File: src/rtl/adc_bfm_pkg.sv
package adc_bfm_pkg;
  typedef struct packed {
    logic hold;
    logic start;
  } ctl_ev_t;

  function automatic int unsigned cnt_width(input int unsigned n);
    return (n < 2) ? 1 : $clog2(n + 1);
  endfunction
endpackage

File: src/rtl/adc_conv_seq.sv
module adc_conv_seq
  import adc_bfm_pkg::*;
#(
  parameter int unsigned CONV_CYCLES = 20,
  parameter int unsigned ACQ_CYCLES  = 8
) (
  input  logic    clk_i,
  input  logic    rst_ni,
  input  ctl_ev_t ev_i,
  output logic    busy_o,
  output logic    done_o,
  output logic    capture_o,
  output logic    short_o
);
  localparam int unsigned CNT_W = cnt_width(CONV_CYCLES);
  localparam int unsigned ACQ_W = cnt_width(ACQ_CYCLES);
  localparam logic [CNT_W-1:0] CNT_LOAD = CNT_W'(CONV_CYCLES - 1);
  localparam logic [ACQ_W-1:0] ACQ_FULL = ACQ_W'(ACQ_CYCLES);

  logic             busy_q;
  logic [CNT_W-1:0] cnt_q;
  logic [ACQ_W-1:0] acq_q;
  logic             done, restart;

  assign done    = busy_q & (cnt_q == '0);
  assign restart = done & ev_i.hold;

  always_ff @(posedge clk_i or negedge rst_ni) begin
    if (!rst_ni) begin
      busy_q <= 1'b0;
      cnt_q  <= '0;
    end else if (ev_i.start || restart) begin
      busy_q <= 1'b1;
      cnt_q  <= CNT_LOAD;
    end else if (done) begin
      busy_q <= 1'b0;
    end else if (busy_q) begin
      cnt_q <= cnt_q - 1'b1;
    end
  end

  // edges elapsed since busy ended, saturating
  always_ff @(posedge clk_i or negedge rst_ni) begin
    if (!rst_ni)                       acq_q <= ACQ_FULL;
    else if (done && !ev_i.hold)       acq_q <= ACQ_W'(1);
    else if (!busy_q && acq_q < ACQ_FULL) acq_q <= acq_q + 1'b1;
  end

  assign busy_o    = busy_q;
  assign done_o    = done;
  assign capture_o = ev_i.start | restart;
  assign short_o   = restart | (acq_q < ACQ_FULL);

  p_no_retrigger_r7: assert property (@(posedge clk_i) disable iff (!rst_ni)
    busy_q && cnt_q != '0 |=> busy_q && cnt_q == $past(cnt_q) - 1'b1);
  p_start_idle_r3: assert property (@(posedge clk_i) disable iff (!rst_ni)
    ev_i.start |-> !busy_q);
  p_restart_short_r8: assert property (@(posedge clk_i) disable iff (!rst_ni)
    restart |=> busy_q && cnt_q == CNT_LOAD);
endmodule

File: config.mk
export PLATFORM = sky130hd
export DESIGN_NAME = adc_conv_seq
export DESIGN_NICKNAME = d
export VERILOG_FILES = /design/src/rtl/adc_bfm_pkg.sv /design/src/rtl/adc_conv_seq.sv
export SDC_FILE = /design/constraint.sdc
export NUM_CORES = 1
export LEC_CHECK = 0
export ABC_CLOCK_PERIOD_IN_PS = 1700
export BUFFER_PORTS_ARGS = -buffer_cell sky130_fd_sc_hd__buf_4
export CAP_MARGIN = 40
export CORE_AREA = 3 3 40 42
export DETAILED_ROUTE_END_ITERATION = 12
export DIE_AREA = 0 0 43 45
export GPL_ROUTABILITY_DRIVEN = 0
export PLACE_DENSITY = 0.65
export SYNTH_ARGS = -nofsm -noshare
export SYNTH_HDL_FRONTEND = slang
export SYNTH_SLANG_ARGS = --single-unit
File: constraint.sdc
create_clock -name clk_i -period 1.7 [get_ports clk_i]
set_input_delay 0.085 -clock clk_i [delete_from_list [all_inputs] [get_ports clk_i]]
set_output_delay 0.085 -clock clk_i [all_outputs]
set_load 0.01 [all_outputs]
==> results.txt, run 1 <==
- Run status: complete, but fails checks
- The final reports fail on setup timing.
- Capture point of the critical path: capture_o
- Before antenna repair, the detailed router went through 4 iterations.
* Type of the tightest min-delay check: in2reg
- Synthesized area divided by synthesized cell count: 9.82 um2
- TritonCTS buffer count: 3
* Endpoint of the lowest-slack register-to-register path: acq_q[1]
- After the first detailed-routing iteration, the DRC count stood at 9.
- Register bit total from synthesis: 10
- Leaving out filler cells and counting taps, the final layout contains 85.
- In the synthesized netlist the async set-or-reset flop fraction comes to 100%.
* Max cap viols: 0
- Via count of the first global-routing pass: 427
* Buffers from clock root to sink, at most: 2
- Maximum level of the CTS H-tree: 1
* Kind of end point of the critical path: output pin
* Vias/cell: about 5.3
- Synthesis produced a netlist whose cell count is 53.
- For flop-to-flop paths, the worst setup slack is around 80 ps.
* Fmax: a little under 0.6 GHz
- Number of different library cells in the post-synthesis netlist: 23
- Once routing completed, OpenROAD measured the worst setup slack at -0.526 ps.
* Final Slew Violations: 0
- Maximum number of pins on one net before global-route repair: 11
* Mapped Nets: 59
* Transition time at the pin with the least slew margin: 371 ps
- Worst Reg2Reg Path Length in Cells: 6
- For this run, the post-layout net count is between 70 and 80.
- In this run the power density over the cells is between 800 and 900 nW/um2.
- Width of the die: about 43 um
- Dominant synthesized flop cell: sky130_fd_sc_hd__dfrtp_1
* Post-synth top area cell: sky130_fd_sc_hd__dfrtp_1
- Summed over all cells, the static leakage comes to around 0.3 nW.
* Synth cell count leaders: 9 x sky130_fd_sc_hd__dfrtp_1, 6 x sky130_fd_sc_hd__nand2_1, 5 x sky130_fd_sc_hd__nor2_1, 4 x sky130_fd_sc_hd__inv_1, 4 x sky130_fd_sc_hd__o21ai_0
- TritonCTS built the clock tree.
* Row cnt: 13
- Ranked by total cell area, the synthesized netlist is headed by sky130_fd_sc_hd__dfrtp_1 43%, sky130_fd_sc_hd__dfstp_2 5.0%, sky130_fd_sc_hd__ha_1 4.8%, sky130_fd_sc_hd__nand2_1 4.3%, sky130_fd_sc_hd__o21ai_0 3.8%.
* Total design power: between 0.5 and 0.6 mW
* Tmin final: 1700 ps
- Number of antenna violations at the first check in global routing: 0
* CP required: 1620 ps
- 8 I/O pins were placed.
- Across every metal layer, demand over resource in global routing totals roughly an eighth.
* Critical setup path kind: reg2out
- Area grow syn2layout: 36.8%
- After detailed routing, the number of remaining DRC violations is 0.
- The share of the Yosys chip area taken by registers is 48.3%.
- In this run the standard cell core region covers 1280 um2.
* Vertical die dimension: approximately 45 um
* Yosys warns: 0
- The most common cell in the synthesized netlist is sky130_fd_sc_hd__dfrtp_1.
- The first global-routing pass estimated around 1900 um of wire.
* Arrival time at the worst endpoint: 1620 ps
* Top fanout value on the critical path: 4
- Die area: 1940 um2
* Yosys top cell area share: between 40% and 50%
* Remaining max-slew budget at the tightest pin: 75.1%
* Setup Viol. Count Final: 1
- Number of placed cells counting well taps: 76
- Launch point of the worst path: cnt_q[0]
* Clk Latency, worst-skew pair: 270 ps
- The worst setup path is launched from a flop.
- The root buffer cell chosen for the clock tree is sky130_fd_sc_hd__clkbuf_4.
- Final hold viol count: 0
- Post-detailed-routing wire length: 1180 um
- Remaining global-route overflow: 0
- For this run, the share of the core covered by cells in the final layout is approximately 55%.
- After legalization and detailed placement, the total HPWL measured roughly 770 um.
* Antenna-violating nets left: 0
- Clock transition at the register clock pins on the worst setup and hold paths after CTS: 80 ps
- Post-route clock skew: 11.0 ps
- Count of buffers from port buffering: 7
* EDFF count, synth: 0
- CTS sink cnt: 10
* Period Utilization, post-route: 100%
* Post-Syn Area: 520 um2
- Worst r2r src: cnt_q[0]
- Antenna diodes: 0
- Highest ir drop seen on vdd: 0.671 mV
- Of the cells placed in the final design, the portion with a size suffix greater than 1 is 35.7%.
* Routed WL per cell: ~14 um
* Vias: 451
* Unrepaired setup endpoints after global routing: true
* Effective utilization at floorplan: 40.5%
==> registers in the layout, summed over array words and instances, names as in the netlist <==
signal and cells:
busy_o 1, acq_q 4, cnt_q 5
==> metal layers <==
| layer | up-vias | GRT usage, % | routed length (um) |
|---|---|---|---|
| met5 | - | 0 | 0 |
| met4 | 0 | 1.81 | 11 |
| met3 | 2 | 6.37 | 62 |
| met2 | 9 | 19.5 | 518 |
| met1 | 216 | 17.7 | 589 |
| li1 | 224 | - | - |
==> repair_timing <==
action / 4_1_cts / 5_1_grt
hold endpoints to repair: 11 / 0
endpoints found under the setup margin: 3 / 3
setup buffers: 0 / 3
pin swaps: 0 / 2
gates cloned: 0 / 0
hold buffers: 2 / 0
gates resized for setup: 3 / 5
==> cells in the final DEF (no fill, tap or decap) <==
cell,n
sky130_fd_sc_hd__buf_4,12
sky130_fd_sc_hd__nand3b_1,1
sky130_fd_sc_hd__nor2_1,4
sky130_fd_sc_hd__inv_1,2
sky130_fd_sc_hd__nand3_1,3
sky130_fd_sc_hd__dfrtp_1,9
sky130_fd_sc_hd__o21ai_0,4
sky130_fd_sc_hd__or4b_1,1
sky130_fd_sc_hd__nor2_2,1
sky130_fd_sc_hd__a41oi_1,1
sky130_fd_sc_hd__dlygate4sd3_1,2
sky130_fd_sc_hd__nor4b_4,1
sky130_fd_sc_hd__nand2b_1,1
sky130_fd_sc_hd__xnor2_1,2
sky130_fd_sc_hd__clkbuf_4,3
sky130_fd_sc_hd__clkbuf_8,1
sky130_fd_sc_hd__nor3b_1,1
sky130_fd_sc_hd__o31ai_1,1
sky130_fd_sc_hd__or3_1,2
sky130_fd_sc_hd__a31oi_1,1
sky130_fd_sc_hd__a21oi_1,2
sky130_fd_sc_hd__nand2_1,6
sky130_fd_sc_hd__or4b_4,1
sky130_fd_sc_hd__nor3_4,1
sky130_fd_sc_hd__o211ai_1,1
sky130_fd_sc_hd__ha_1,1
sky130_fd_sc_hd__ha_4,1
sky130_fd_sc_hd__a21oi_2,1
sky130_fd_sc_hd__dfstp_2,1
sky130_fd_sc_hd__inv_2,2
==> critical path: stages, from the launching register on <==
cell and delay (ps):
sky130_fd_sc_hd__dfrtp_1 380, sky130_fd_sc_hd__inv_2 70, sky130_fd_sc_hd__ha_4 160, sky130_fd_sc_hd__nor4b_4 130, sky130_fd_sc_hd__a31oi_1 340, sky130_fd_sc_hd__inv_1 120
sky130_fd_sc_hd__buf_4 160
==> stage by stage <==
step | hold WS (ps) | setup slack, ps | cell area (um2) | setup TNS [ps]
3_5_place_dp | -77.7 | 98.0 | 599 | 0
6_report | 97.4 | -0.526 | 712 | -0.526
4_1_cts | 92.6 | -47.7 | 671 | -59.1
2_1_floorplan | -211 | 212 | 520 | 0
3_3_place_gp | -77.4 | 156 | 599 | 0
5_1_grt | 94.5 | -71.1 | 712 | -176
==> layout make-up <==
cell class | instances | area [um2]
Tap cell | 15 | 18.8
Clock buffer | 4 | 36.3
Timing Repair Buffer | 14 | 110
Sequential cell | 10 | 251
Multi-Input combinational cell | 38 | 280
Fill cell | 119 | 573
Inverter | 4 | 15.0
==> worst min path at each step <==
stage	start	to	slack (ps)	cells after the start
CTS	ev_i[1]	acq_q[2]	90	3
detailed placement	rst_ni	cnt_q[4]	-80	1
global placement	rst_ni	cnt_q[2]	-80	1
global route	ev_i[1]	acq_q[2]	90	3
floorplan	rst_ni	acq_q[0]	-210	0
finish	ev_i[1]	acq_q[2]	100	3
==> kinds of logic (layout without fill, tap and decap cells) <==
group / count (synthesis) / count (layout) / synth area share [%]
adder cells (fa/ha/maj): 2 / 2 / 4.81
flip-flops: 10 / 10 / 48.3
AO/OA/AOI/OAI: 11 / 11 / 13.2
buffers and inverters: 5 / 22 / 4.33
XOR/XNOR: 2 / 2 / 3.37
AND/OR/NAND/NOR: 23 / 23 / 26.0
==> power breakdown <==
part	internal (mW)	leakage [nW]	switching [mW]
clock network	0.130	0.0210	0.0861
logic	0.0476	0.172	0.0414
registers	0.260	0.109	0.0243
total	0.438	0.302	0.152
(Power assumes the default switching activity.)
==> run 2, diff against run 1 <==
--- a/config.mk
+++ b/config.mk
@@ -9,6 +9,7 @@
 export BUFFER_PORTS_ARGS = -buffer_cell sky130_fd_sc_hd__buf_4
 export CAP_MARGIN = 40
 export CORE_AREA = 3 3 40 42
+export CTS_BUF_LIST = sky130_fd_sc_hd__clkbuf_8
 export DETAILED_ROUTE_END_ITERATION = 12
 export DIE_AREA = 0 0 43 45
 export GPL_ROUTABILITY_DRIVEN = 0
==> run 2 against run 1 <==
  * Die area unchanged
  * Worst setup slack worse by 7.7 ps
  * Largest cell class unchanged
  * Critical endpoint unchanged
  * Count of clock-buffer cells in the layout stayed put
  * Final area grew 0.35%
  * Register-to-register slack improved by 50 ps
  * Final cell count down 1.2%
  * Total power rose by 15%
  * The flow still finishes with violations (setup timing)
==> results.txt, run 2 (synthesized netlist as in run 1, its figures left out) <==
- Run status: complete, but fails checks
* Violated checks: setup timing
- Setup Viol. Count Final: 1
* Kind of cell adding the most delay to the critical path: flip-flops
* Post-route clock skew: 10.1 ps
- Slowest-stage cell, CP: sky130_fd_sc_hd__dfrtp_1
* Antenna-violating nets left: 0
- Global-route wire length before repair: about 1700 um
* Max cap viols: 0
- Count of buffers from port buffering: 7
* Transition time at the pin with the least slew margin: 403 ps
- Max FFs per register: 5
- At the worst endpoint, the required time is between 1500 and 2000 ps.
* Ratio of cells with drive above 1 in the final layout: between 30% and 40%
* Cell internal power dissipation: around 0.5 mW
* Critical setup path kind: reg2out
- After the first detailed-routing iteration, the DRC count stood at 8.
* Clock network fraction of total power: 44.7%
- The region available for standard cell placement spans ~1300 um2.
- For this run, the post-layout net count is 76.
* Remaining global-route overflow: 0
* Post-Place Cell Area: 599 um2
- In this run the deepest clock path goes through 2 buffers.
* Power share of the sequential group: approximately two fifths
* Kind of end point of the critical path: output pin
- For flop-to-flop paths, the worst setup slack is 130 ps.
* Library cell used as clock root buffer: sky130_fd_sc_hd__clkbuf_8
* Number of placed cells counting well taps: 76
* Setup ws final: -8.21 ps
- Across the VDD grid, the largest voltage drop is 0.585 mV.
- In the final routed layout, each cell accounts on average for ~15 um.
* Vertical die dimension: 45 um
- Of the total power, the share spent switching nets is 24.3%.
- The final count of pins violating max slew is 0.
- Count of unresolved DRC violations after routing: 0
- The routed design could run at a clock period as short as 1710 ps.
- Final Instance Area: just over 700 um2
- Vias: 452
- The critical path contains buffers and inverters numbering 3 combined.
- Across every metal layer, demand over resource in global routing totals 12.5%.
- In this run the core area contains 13 standard-cell rows.
* Antenna diodes: 0
* Arrival time at the worst endpoint: approximately 1600 ps
- Width of the die: 43 um
- Ranked by flip-flop count, first place goes to cnt_q.
- Largest stage delay on the critical path: roughly 380 ps
- Clock tree synthesis inserted a total of 3 buffers.
* Type of the tightest min-delay check: in2reg
- Leaving out fill and tap cells, the most frequent cell in the layout is sky130_fd_sc_hd__buf_4.
- The die covers 1940 um2.
- Setup repair after global routing could not meet its margin everywhere.
- Clock latency on the worst-skew pair, taken at its later pin, is about 240 ps.
- Clock transition at the register clock pins on the worst setup and hold paths after CTS: 50 ps
- The worst path uses 100% of the clock period.
* Number of antenna violations at the first check in global routing: 0
- For this run, the number of standard cells in the final layout without fillers is 84.
- The worst pin sits at a relative slew slack of 73.0%.
- For this design the ratio of total power to cell area is 948 nW/um2.
- For this design the total switching power over the nets is 0.164 mW.
- Post-detailed-routing wire length: 1230 um
- From synthesis to final layout, the design area changed by 37.3%.
- Of all nets on the critical path, the largest fanout is 4.
- Effective utilization at floorplan: 40.5%
- After legalization and detailed placement, the total HPWL measured 769 um.
* Top library cells by usage in the layout, fill and taps aside: 12 x sky130_fd_sc_hd__buf_4, 9 x sky130_fd_sc_hd__dfrtp_1, 6 x sky130_fd_sc_hd__nand2_1
- Via count of the first global-routing pass: 409
- Clock tree from TritonCTS: done
- The signal on the critical path passes through inv_2 -> ha_4 -> nor4b_4 -> a31oi_1 -> inv_1 -> buf_4.
- Summed negative setup slack over all endpoints: -8.21 ps
- Vias/cell: around 5.4
- Final hold viol count: 0
* Top-Level Pins: 8
- Maximum level of the CTS H-tree: 1
- Total design power: just under 0.7 mW
- Leak Pwr: ~0.31 nW
- Combinational power share: 13.3%
- Fmax: 0.585 GHz
- Drt pass-1 iters: 4
- Kind of start point of the critical path: flop
- Maximum number of pins on one net before global-route repair: 11
- For this design, the sink count on the clock tree is 10.
==> run 2: changes by cell type in the layout (fill, tap and decap cells not counted), sizes merged <==
cell	before	now
dlygate4sd3	2	1
==> run 2: what timing repair did <==
| action | 4_1_cts | 5_1_grt |
|---|---|---|
| hold buffers | 1 | 0 |
| hold endpoints to repair | 10 | 0 |
| pin swaps | 0 | 2 |
| setup endpoints to repair | 2 | 3 |
| setup buffers | 0 | 3 |
| gates resized for setup | 2 | 5 |
==> run 2: power by group through the flow <==
stage	Combinational, mW	Sequential (mW)	Clock (mW)
after floorplan	0.0467	0.280	0
after global placement	0.0711	0.286	0
after detailed placement	0.0708	0.285	0
after CTS	0.0756	0.282	0.308
after global routing	0.101	0.289	0.321
final	0.0898	0.285	0.303
==> run 2: layout make-up <==
type | instances | area [um2]
repair buffers | 13 | 100
inverters | 4 | 15.0
fillers | 124 | 571
flip-flops and latches | 10 | 251
clock buffers | 4 | 55.1
multi-input cells | 38 | 274
well taps | 15 | 18.8
==> run 2: final timing paths <==
path | from | endpoint | cells after the start
min in group asynchronous | rst_ni | cnt_q[4] | 2
max in group asynchronous | rst_ni | acq_q[3] | 2
worst min-delay path | ev_i[0] | cnt_q[2] | 2
worst max-delay path | cnt_q[0] | capture_o | 6
worst min register to register | acq_q[2] | acq_q[2] | 2
worst max register to register | cnt_q[0] | cnt_q[3] | 7
==> run 2: per-layer routing <==
metal  vias to the layer above  global-route usage, %  wire length (um)
met5                         -                      0                 0
met4                         0                   5.42                21
met3                         4                   6.37                82
met2                        14                   17.7               571
met1                       216                   16.2               554
li1                        218                      -                 -
==> run 2: stage by stage <==
step                      utilization [%]  setup slack (ps)  hold slack [ps]
after floorplan                         -               212             -211
after global placement               46.6               156            -77.4
after detailed placement             46.6              98.0            -77.7
after CTS                            52.2             -9.45             8.06
after global routing                 55.6             -67.4             11.7
final                                55.6             -8.21             7.99
